### src/rtl/codelock_pkg.sv
package codelock_pkg;
  localparam int CL_AW = 12;
  localparam int CL_DW = 8;
  localparam int CL_NLOCK = 3;

  typedef enum logic [1:0] {
    VKEY_SIG  = 2'b00,
    VKEY_CODE = 2'b11
  } vfy_key_e;

  typedef struct packed {
    logic movc_ext_block;
    logic strap_hold;
    logic prog_block;
    logic vfy_block;
    logic ext_block;
  } lock_pol_t;

  function automatic logic [CL_DW-1:0] pattern_byte(input logic [CL_AW-1:0] a,
                                                    input logic [CL_DW-1:0] seed);
    logic [CL_DW-1:0] hi;
    hi = {a[11:8], a[11:8]};
    return a[7:0] ^ hi ^ seed;
  endfunction

  function automatic logic [CL_DW-1:0] sig_byte(input logic [CL_AW-1:0] a);
    case (a)
      12'h030: return 8'h1E;
      12'h031: return 8'h80;
      12'h032: return 8'h01;
      default: return 8'hFF;
    endcase
  endfunction
endpackage

### src/rtl/codelock_policy.sv
module codelock_policy
  import codelock_pkg::*;
#(
  parameter int NLOCK = CL_NLOCK
) (
  input  logic             clk,
  input  logic             rst_n,
  input  logic [NLOCK-1:0] lock_prog,
  input  logic             rst_pin,
  input  logic             ea_pin,
  output lock_pol_t        pol,
  output logic             ea_eff
);
  logic [NLOCK-1:0] lock_run;
  logic             ea_cap_q;

  assign lock_run[0] = lock_prog[0];
  for (genvar i = 1; i < NLOCK; i++) begin : g_run
    assign lock_run[i] = lock_run[i-1] & lock_prog[i];
  end

  always_comb begin
    pol.movc_ext_block = lock_prog[0];
    pol.strap_hold     = lock_prog[0];
    pol.prog_block     = lock_prog[0];
    pol.vfy_block      = lock_prog[0] | lock_prog[1];
    pol.ext_block      = lock_run[NLOCK-1];
  end

  always_ff @(posedge clk or negedge rst_n) begin
    if (!rst_n)       ea_cap_q <= 1'b0;
    else if (rst_pin) ea_cap_q <= ea_pin;
  end

  assign ea_eff = pol.strap_hold ? ea_cap_q : ea_pin;


  strap_hold_chk: assert property (@(posedge clk) disable iff (!rst_n)
    (!rst_pin && !$past(rst_pin) && lock_prog[0] && $past(lock_prog[0])) |-> $stable(ea_eff));
endmodule

### src/rtl/codelock_rom.sv
module codelock_rom
  import codelock_pkg::*;
#(
  parameter int AW = CL_AW,
  parameter int DW = CL_DW,
  parameter logic [DW-1:0] SEED = 8'hA5
) (
  input  logic          clk,
  input  logic          rst_n,
  input  logic          en,
  input  logic [AW-1:0] addr,
  output logic [DW-1:0] q
);
  always_ff @(posedge clk or negedge rst_n) begin
    if (!rst_n)  q <= '0;
    else if (en) q <= pattern_byte(addr, SEED);
  end
endmodule

### src/rtl/codelock_verify.sv
module codelock_verify
  import codelock_pkg::*;
#(
  parameter int AW = CL_AW,
  parameter int DW = CL_DW
) (
  input  logic          clk,
  input  logic          rst_n,
  input  logic          rst_pin,
  input  logic          ea_pin,
  input  logic          strobe_n,
  input  logic          ale,
  input  logic          bank_sel,
  input  logic          out_en_n,
  input  logic [1:0]    key,
  input  logic [AW-1:0] addr,
  input  logic          vfy_block,
  input  logic [DW-1:0] rom_q,
  output logic          code_rd,
  output logic [DW-1:0] vfy_data,
  output logic          vfy_oe
);
  logic          base_sel, sig_rd;
  logic          oe_q, sig_q;
  logic [DW-1:0] sigb_q;

  assign base_sel = rst_pin & ~strobe_n & ale & ea_pin & ~bank_sel;
  assign code_rd  = base_sel & (key == VKEY_CODE);
  assign sig_rd   = base_sel & (key == VKEY_SIG);

  always_ff @(posedge clk or negedge rst_n) begin
    if (!rst_n) begin
      oe_q   <= 1'b0;
      sig_q  <= 1'b0;
      sigb_q <= '0;
    end else begin
      oe_q   <= ~out_en_n & ((code_rd & ~vfy_block) | sig_rd);
      sig_q  <= sig_rd;
      sigb_q <= sig_byte(addr);
    end
  end

  assign vfy_oe   = oe_q;
  assign vfy_data = oe_q ? (sig_q ? sigb_q : rom_q) : '0;


  vfy_lock_chk: assert property (@(posedge clk) disable iff (!rst_n)
    ($past(vfy_block) && $past(key) == VKEY_CODE) |-> !vfy_oe);

  vfy_gate_chk: assert property (@(posedge clk) disable iff (!rst_n)
    ($past(out_en_n) || !$past(rst_pin)) |-> (!vfy_oe && vfy_data == '0));
endmodule

### src/rtl/codelock_ctrl.sv
module codelock_ctrl
  import codelock_pkg::*;
#(
  parameter int AW = CL_AW,
  parameter int DW = CL_DW,
  parameter int NLOCK = CL_NLOCK,
  parameter logic [DW-1:0] SEED = 8'hA5
) (
  input  logic             clk,
  input  logic             rst_n,
  input  logic [NLOCK-1:0] lock_prog,
  input  logic             rst_pin,
  input  logic             ea_pin,
  output logic             prog_en,
  output logic             ext_exec_en,
  output logic             ea_eff,
  input  logic             req_valid,
  output logic             req_ready,
  input  logic [AW-1:0]    req_addr,
  input  logic             req_from_ext,
  output logic             rsp_valid,
  input  logic             rsp_ready,
  output logic [DW-1:0]    rsp_data,
  output logic             rsp_denied,
  input  logic             vfy_strobe_n,
  input  logic             vfy_ale,
  input  logic             vfy_bank_sel,
  input  logic             vfy_out_en_n,
  input  logic [1:0]       vfy_key,
  input  logic [AW-1:0]    vfy_addr,
  output logic [DW-1:0]    vfy_data,
  output logic             vfy_oe
);
  lock_pol_t     pol;
  logic          code_rd, accept, deny, rom_en;
  logic [AW-1:0] rom_addr;
  logic [DW-1:0] rom_q;
  logic          rsp_valid_q, rsp_denied_q;

  codelock_policy #(.NLOCK(NLOCK)) policy_i (
    .clk(clk), .rst_n(rst_n), .lock_prog(lock_prog), .rst_pin(rst_pin),
    .ea_pin(ea_pin), .pol(pol), .ea_eff(ea_eff)
  );

  codelock_verify #(.AW(AW), .DW(DW)) verify_i (
    .clk(clk), .rst_n(rst_n), .rst_pin(rst_pin), .ea_pin(ea_pin),
    .strobe_n(vfy_strobe_n), .ale(vfy_ale), .bank_sel(vfy_bank_sel),
    .out_en_n(vfy_out_en_n), .key(vfy_key), .addr(vfy_addr),
    .vfy_block(pol.vfy_block), .rom_q(rom_q), .code_rd(code_rd),
    .vfy_data(vfy_data), .vfy_oe(vfy_oe)
  );

  assign req_ready = ~rst_pin & (~rsp_valid_q | rsp_ready);
  assign accept    = req_valid & req_ready;
  assign deny      = pol.movc_ext_block & req_from_ext;
  assign rom_en    = code_rd | (accept & ~deny);
  assign rom_addr  = code_rd ? vfy_addr : req_addr;

  codelock_rom #(.AW(AW), .DW(DW), .SEED(SEED)) rom_i (
    .clk(clk), .rst_n(rst_n), .en(rom_en), .addr(rom_addr), .q(rom_q)
  );

  always_ff @(posedge clk or negedge rst_n) begin
    if (!rst_n) begin
      rsp_valid_q  <= 1'b0;
      rsp_denied_q <= 1'b0;
    end else if (rst_pin) begin
      rsp_valid_q  <= 1'b0;
    end else if (accept) begin
      rsp_valid_q  <= 1'b1;
      rsp_denied_q <= deny;
    end else if (rsp_ready) begin
      rsp_valid_q  <= 1'b0;
    end
  end

  assign rsp_valid   = rsp_valid_q;
  assign rsp_denied  = rsp_denied_q;
  assign rsp_data    = (rsp_valid_q & ~rsp_denied_q) ? rom_q : '0;
  assign prog_en     = ~pol.prog_block;
  assign ext_exec_en = ~pol.ext_block;


  movc_deny_chk: assert property (@(posedge clk) disable iff (!rst_n)
    (req_valid && req_ready && lock_prog[0] && req_from_ext) |=> (rsp_valid && rsp_denied && rsp_data == '0));

  rsp_hold_chk: assert property (@(posedge clk) disable iff (!rst_n)
    (rsp_valid && !rsp_ready && !rst_pin) |=> (rsp_valid && $stable(rsp_data) && $stable(rsp_denied)));

  ready_gate_chk: assert property (@(posedge clk) disable iff (!rst_n)
    (rsp_valid && !rsp_ready) |-> !req_ready);

  rst_flush_chk: assert property (@(posedge clk) disable iff (!rst_n)
    $past(rst_pin) |-> !rsp_valid);
endmodule

### config.mk
export PLATFORM = sky130hd
export DESIGN_NAME = codelock_ctrl
export DESIGN_NICKNAME = d
export VERILOG_FILES = /design/src/rtl/codelock_pkg.sv /design/src/rtl/codelock_policy.sv /design/src/rtl/codelock_rom.sv /design/src/rtl/codelock_verify.sv /design/src/rtl/codelock_ctrl.sv
export SDC_FILE = /design/constraint.sdc
export NUM_CORES = 1
export LEC_CHECK = 0
export CAP_MARGIN = 20
export CORE_ASPECT_RATIO = 0.5
export CORE_UTILIZATION = 25
export DETAILED_ROUTE_END_ITERATION = 10
export PLACE_DENSITY = 0.62
export SYNTH_ARGS = -nofsm -noshare
export SYNTH_HDL_FRONTEND = slang
export SYNTH_SLANG_ARGS = --single-unit
export TNS_END_PERCENT = 10
### constraint.sdc
create_clock -name clk -period 3.1 [get_ports clk]
set_input_delay 0.62 -clock clk [delete_from_list [all_inputs] [get_ports clk]]
set_output_delay 0.62 -clock clk [all_outputs]
set_load 0.01 [all_outputs]
== Yosys cells after proc, flatten, opt, wreduce, memory -nomap -nowiden ==
Cells that the tools add are included.

* Reduce and logical (&&, ||, !) cells: 3
* Multiplexer cells: 9
* Eq/ne operators: 4
* Bitwise operators: 31

{| class="wikitable"
|+ Operators with widths
! operator !! count
|-
| $eq 12x6->1 const B || 3
|-
| $mux 8 || 3
|-
| $pmux 8 s3 || 1
|-
| $and 1x1->1 || 15
|-
| $mux 12 || 1
|-
| $not 1->1 || 10
|-
| $xor 8x8->8 || 1
|-
| $mux 1 || 4
|-
| $not 4->4 || 1
|-
| $or 1x1->1 || 4
|-
| $reduce_bool 3->1 || 1
|-
| $eq 2x2->1 const B || 1
|-
| $logic_not 2->1 || 1
|-
| $reduce_and 2->1 || 1
|}

* Output and inout port bits: 23
* Logic and storage cells: 54
* Input bits: 40
* Register bits: 21

== Logic depth before layout (Yosys ltp) ==
* Depth in word-level cells: 9
* Mapped depth: 4
* Mapped depth without buffers: 3

== Modules after synthesis ==
From an unflattened synthesis, not the netlist that was laid out.

* Cells, all modules: 115
* Area, all modules: 1206.2 um2

{| class="wikitable"
|+ Modules (own cells, without submodules)
! module !! cells an instance !! instances !! area each (um2) !! seq. area each (um2)
|-
| codelock_verify || 43 || 1 || 397.9 || 150.1
|-
| codelock_rom || 29 || 1 || 369.1 || 200.2
|-
| codelock_ctrl || 35 || 1 || 351.6 || 50.0
|-
| codelock_policy || 8 || 1 || 87.6 || 25.0
|}

== Least setup slack after synthesis ==
No wires, ideal clock.

* Path kind: register to output
* From: reg verify_i.sig_q
* To: out vfy_data[1]
* Arrival: 0.981 ns
* Data required time: 2.480 ns
* Buffers on the path: 1
* Cell stages (with the launch flop): 4
* Slack: 1.499 ns
* Path through: dfrtp_1 -> clkbuf_1 -> nand2_1 -> a21boi_0

* Cells in the longest elaborated chain, start to end: 2

{| class="wikitable"
|+ Ends and longest elaborated chain
! element !! RTL line !! RTL
|-
| start: declaration || codelock_verify.sv:24 || <nowiki>logic oe_q, sig_q;</nowiki>
|-
| start signal: assignment || codelock_verify.sv:38 || <nowiki>sig_q <= sig_rd;</nowiki>
|-
| $mux 8 (2 in series) || codelock_verify.sv:44 || <nowiki>assign vfy_data = oe_q ? (sig_q ? sigb_q : rom_q) : '0;</nowiki>
|-
| end: declaration || codelock_ctrl.sv:31 || <nowiki>output logic [DW-1:0] vfy_data,</nowiki>
|}

No other way between the ends.

== Worst setup path after layout ==
* From: in lock_prog[0]
* To: out ea_eff

* Cells in the longest elaborated chain, start to end: 1

{| class="wikitable"
|+ Ends and longest elaborated chain
! element !! RTL line !! RTL
|-
| start: declaration || codelock_ctrl.sv:11 || <nowiki>input logic [NLOCK-1:0] lock_prog,</nowiki>
|-
| $mux 1 || codelock_policy.sv:35 || <nowiki>assign ea_eff = pol.strap_hold ? ea_cap_q : ea_pin;</nowiki>
|-
| end: declaration || codelock_ctrl.sv:16 || <nowiki>output logic ea_eff,</nowiki>
|}

No other way between the ends.

==> results.yml <==
floorplanning:
  boundaryPins: 63
  die_area_mm2: 0.00507
  starting_density_of_the_core_pct: 26.6
  fp-row-count: 17
  dieWidth_um: 99.7
  core-area_mm2: 0.00449
  die_y_um: 50.9
layout:
  area.growth.synth_to_final_pct: 61.9
  layoutNonFillerInstCount: 254
  layout.filler_cells: 446
  nets: 229
  layout-drive-gt1-share_pct: 6.38
  antennaDiodeCount: 0
  seqCellArea_um2: 425
  footprint_of_the_multi_input_gates_um2: 744
sta:
  grt_setup_unrepaired: "false"
  timing.slew.headroom_pct: 52.6
  setup_violations: 0
  report.final.slew_viol_count: 0
  slew_at_the_pin_with_the_worst_max_slew_slack_ns: 0.708
  post-route-period-util_pct: 85.6
  layout_min_cycle_time_ns: 2.65
  maximum_clock_frequency_ghz: 0.377
  totalNegativeSetupSlack_ns: 0
  setup_ws_ns: 0.447
  skew_ns: 0.00285
  timing_hold_violations_final: 0
synth:
  yosys.area.top_type: "sky130_fd_sc_hd__dfrtp_1"
  synth_edf_count: 0
  synth_top_cells_by_area: "sky130_fd_sc_hd__dfrtp_1, sky130_fd_sc_hd__xor2_1, sky130_fd_sc_hd__xnor2_1, sky130_fd_sc_hd__and2_1, sky130_fd_sc_hd__nand2b_1"
  synth_fp_nets: 164
  syn_inst: 124
  yosys_warn_count: 0
  synth.top_cells.by_count: "sky130_fd_sc_hd__dfrtp_1, sky130_fd_sc_hd__and2_1, sky130_fd_sc_hd__xor2_1"
  postSynthAreaPerCell_um2: 9.63
  async_flop_share_pct: 100
  synth.yosys.seq_area_share_pct: 35.6
  yosys.cell_types.count: 35
  netlist_area_mm2: 0.00119
  ys.flop_type: "sky130_fd_sc_hd__dfrtp_1"
  synth_top_area_share_pct: 35.6
  yosys_register_bits: 17
  yosys.cell_count.top_type: "sky130_fd_sc_hd__dfrtp_1"
clocking:
  postCtsSetupBuffers: 0
  numClockSinks: 17
  clkTransAtPathRegs_ns: 0.07
  cts_tree: "done"
  insertion_delay_ns: 0.25
  tritoncts_buffers: 3
  post_cts.resized_instances: 0
  htree_levels: 1
  cts_max_path_buffers: 2
  cts_hold_buffers: 0
  clock_tree.root_cell: "sky130_fd_sc_hd__clkbuf_8"
routing:
  top_layer_used: "met4"
  drt.antenna.violating_nets: 0
  metal2_wl_mm: 1.48
  drc_errors: 0
  dr.first_iter.drc_count: 36
  drt-met1-wl_mm: 1.59
  detail_route.wl_per_cell_um: 13.1
  routed-wl-met3_um: 231
  viasPerCell: 4.54
  detail_route.wirelength_mm: 3.33
  detailedRoute.firstPassIterationCount: 4
  routed-via-count: 1152
worst_setup_path:
  critical_path_arrival_ns: 2.03
  cp-start-kind: "primary input"
  setup.worst_path.end_class: "output pin"
  timing_worst_setup_path_type: "in2out"
  path_max_fanout: 6
  worst_ep_required_time_ns: 2.48
pwr:
  cellPowerDensity_mw_per_mm2: 324
  cellLeakagePower_nw: 0.691
  power.share.combinational_pct: 30.9
  power.share.clock_pct: 26.4
  power.ir.vdd_worst_v: 0.000161
  p_int_mw: 0.458
  seqPwrFrac_pct: 42.7
  p_sw_share_pct: 26.8
  power_switching_mw: 0.168
placement:
  placed_cells_incl_taps: 250
  io_buffers: 62
  gp_routability_congestion: 0.757
  hpwlAfterDp_mm: 2.90
  preCtsSetupSlack_ns: 0.439
global_route:
  global_route.overflow_total: 0
  grt_max_degree: 18
  antenna_found_initial: 0
  grt_pass1_wl_mm: 5.55
  via_count_of_the_first_global_routing_pass: 1178
  grt.total_usage_pct: 14.1
outcome:
  status: "finished clean"
hold_path:
  holdCritPathClass: "reg2reg"
job:
  max_cap_viol_count: 0
-- power groups by stage --
stage                     registers [mW]  logic [mW]  clock network, mW
after floorplan                    0.265      0.0871                  0
after global placement             0.272       0.193                  0
after detailed placement           0.271       0.195                  0
after CTS                          0.267       0.195              0.168
after global routing               0.270       0.212              0.176
final                              0.267       0.193              0.165
-- state kept, by name (all words and copies together) (netlist names) --
| signal | count |
|---|---|
| verify_i.vfy_oe | 1 |
| rsp_valid | 1 |
| verify_i.sig_q | 1 |
| rsp_denied | 1 |
| policy_i.ea_cap_q | 1 |
| rom_i.q | 8 |
| verify_i.sigb_q | 4 |
-- layout make-up --
cell class	count	area share, %
Inverter	1	0.194
Sequential cell	17	22.0
Timing Repair Buffer	63	32.5
Multi-Input combinational cell	103	38.5
Clock inverter	1	0.388
Tap cell	66	4.27
Clock buffer	3	2.14
-- per-stage QoR --
| stage | hold WS (ns) | total power [mW] | util (%) | area [um^2] |
|---|---|---|---|---|
| final | 0.526 | 0.626 | 43.1 | 1930 |
| after global routing | 0.541 | 0.658 | 43.1 | 1930 |
| after CTS | 0.522 | 0.631 | 43.1 | 1930 |
| after detailed placement | 0.497 | 0.466 | 42.0 | 1880 |
| after global placement | 0.503 | 0.464 | 42.0 | 1880 |
| after floorplan | 0.324 | 0.352 | - | 1190 |
-- cell families after synthesis --
family                 share of synthesized area [%]
AND/OR/NAND/NOR                                 34.2
AO/OA/AOI/OAI                                   12.2
XOR/XNOR                                        12.5
flip-flops                                      35.6
multiplexers                                    3.56
buffers and inverters                           1.99
-- routing by layer --
layer | up-vias | track usage (%)
li1 | 583 | -
met1 | 532 | 19.7
met2 | 35 | 22.6
met3 | 2 | 2.60
met4 | 0 | 3.43
met5 | - | 0
-- cells in the final DEF (no fill, tap or decap), types with 2 or more instances in the layout --
master,Yosys,final
sky130_fd_sc_hd__a21boi_0,6,6
sky130_fd_sc_hd__o311a_1,4,4
sky130_fd_sc_hd__and2_1,9,9
sky130_fd_sc_hd__nor4_1,5,5
sky130_fd_sc_hd__nand4_1,4,4
sky130_fd_sc_hd__nand2b_1,8,8
sky130_fd_sc_hd__xor2_1,9,9
sky130_fd_sc_hd__mux2_2,2,2
sky130_fd_sc_hd__nand3b_1,2,2
sky130_fd_sc_hd__nor3_1,6,6
sky130_fd_sc_hd__xnor2_1,8,8
sky130_fd_sc_hd__nand3_1,6,6
sky130_fd_sc_hd__a311o_1,4,4
sky130_fd_sc_hd__nor2_1,6,6
sky130_fd_sc_hd__nand4b_1,2,2
sky130_fd_sc_hd__nor2b_1,4,4
sky130_fd_sc_hd__nand2_1,3,3
sky130_fd_sc_hd__mux2i_1,2,2
sky130_fd_sc_hd__clkbuf_8,0,3
sky130_fd_sc_hd__or2_1,2,2
sky130_fd_sc_hd__clkdlybuf4s50_1,0,62
sky130_fd_sc_hd__dfrtp_1,17,17
-- critical path, cell delays in order --
cell and delay [ns]:
sky130_fd_sc_hd__clkdlybuf4s50_1 0.57, sky130_fd_sc_hd__mux2_2 0.36, sky130_fd_sc_hd__clkdlybuf4s50_1 0.48
-- path summary, 6_finish.rpt --
kind / depth (start not counted) / start / slack [ns] / end
min: 1 / policy_i.ea_cap_q$_DFFE_PN0P_ / 0.53 / policy_i.ea_cap_q$_DFFE_PN0P_
max reg2reg: 4 / rsp_valid$_DFFE_PN0P_ / 1.80 / rom_i.q[2]$_DFFE_PN0P_
max in group asynchronous: 1 / rst_n / 1.86 / rom_i.q[1]$_DFFE_PN0P_
min reg2reg: 1 / policy_i.ea_cap_q$_DFFE_PN0P_ / 0.53 / policy_i.ea_cap_q$_DFFE_PN0P_
max: 3 / lock_prog[0] / 0.45 / ea_eff
min in group asynchronous: 1 / rst_n / 0.79 / rsp_valid$_DFFE_PN0P_
Power figures use the tool's default switching activity.
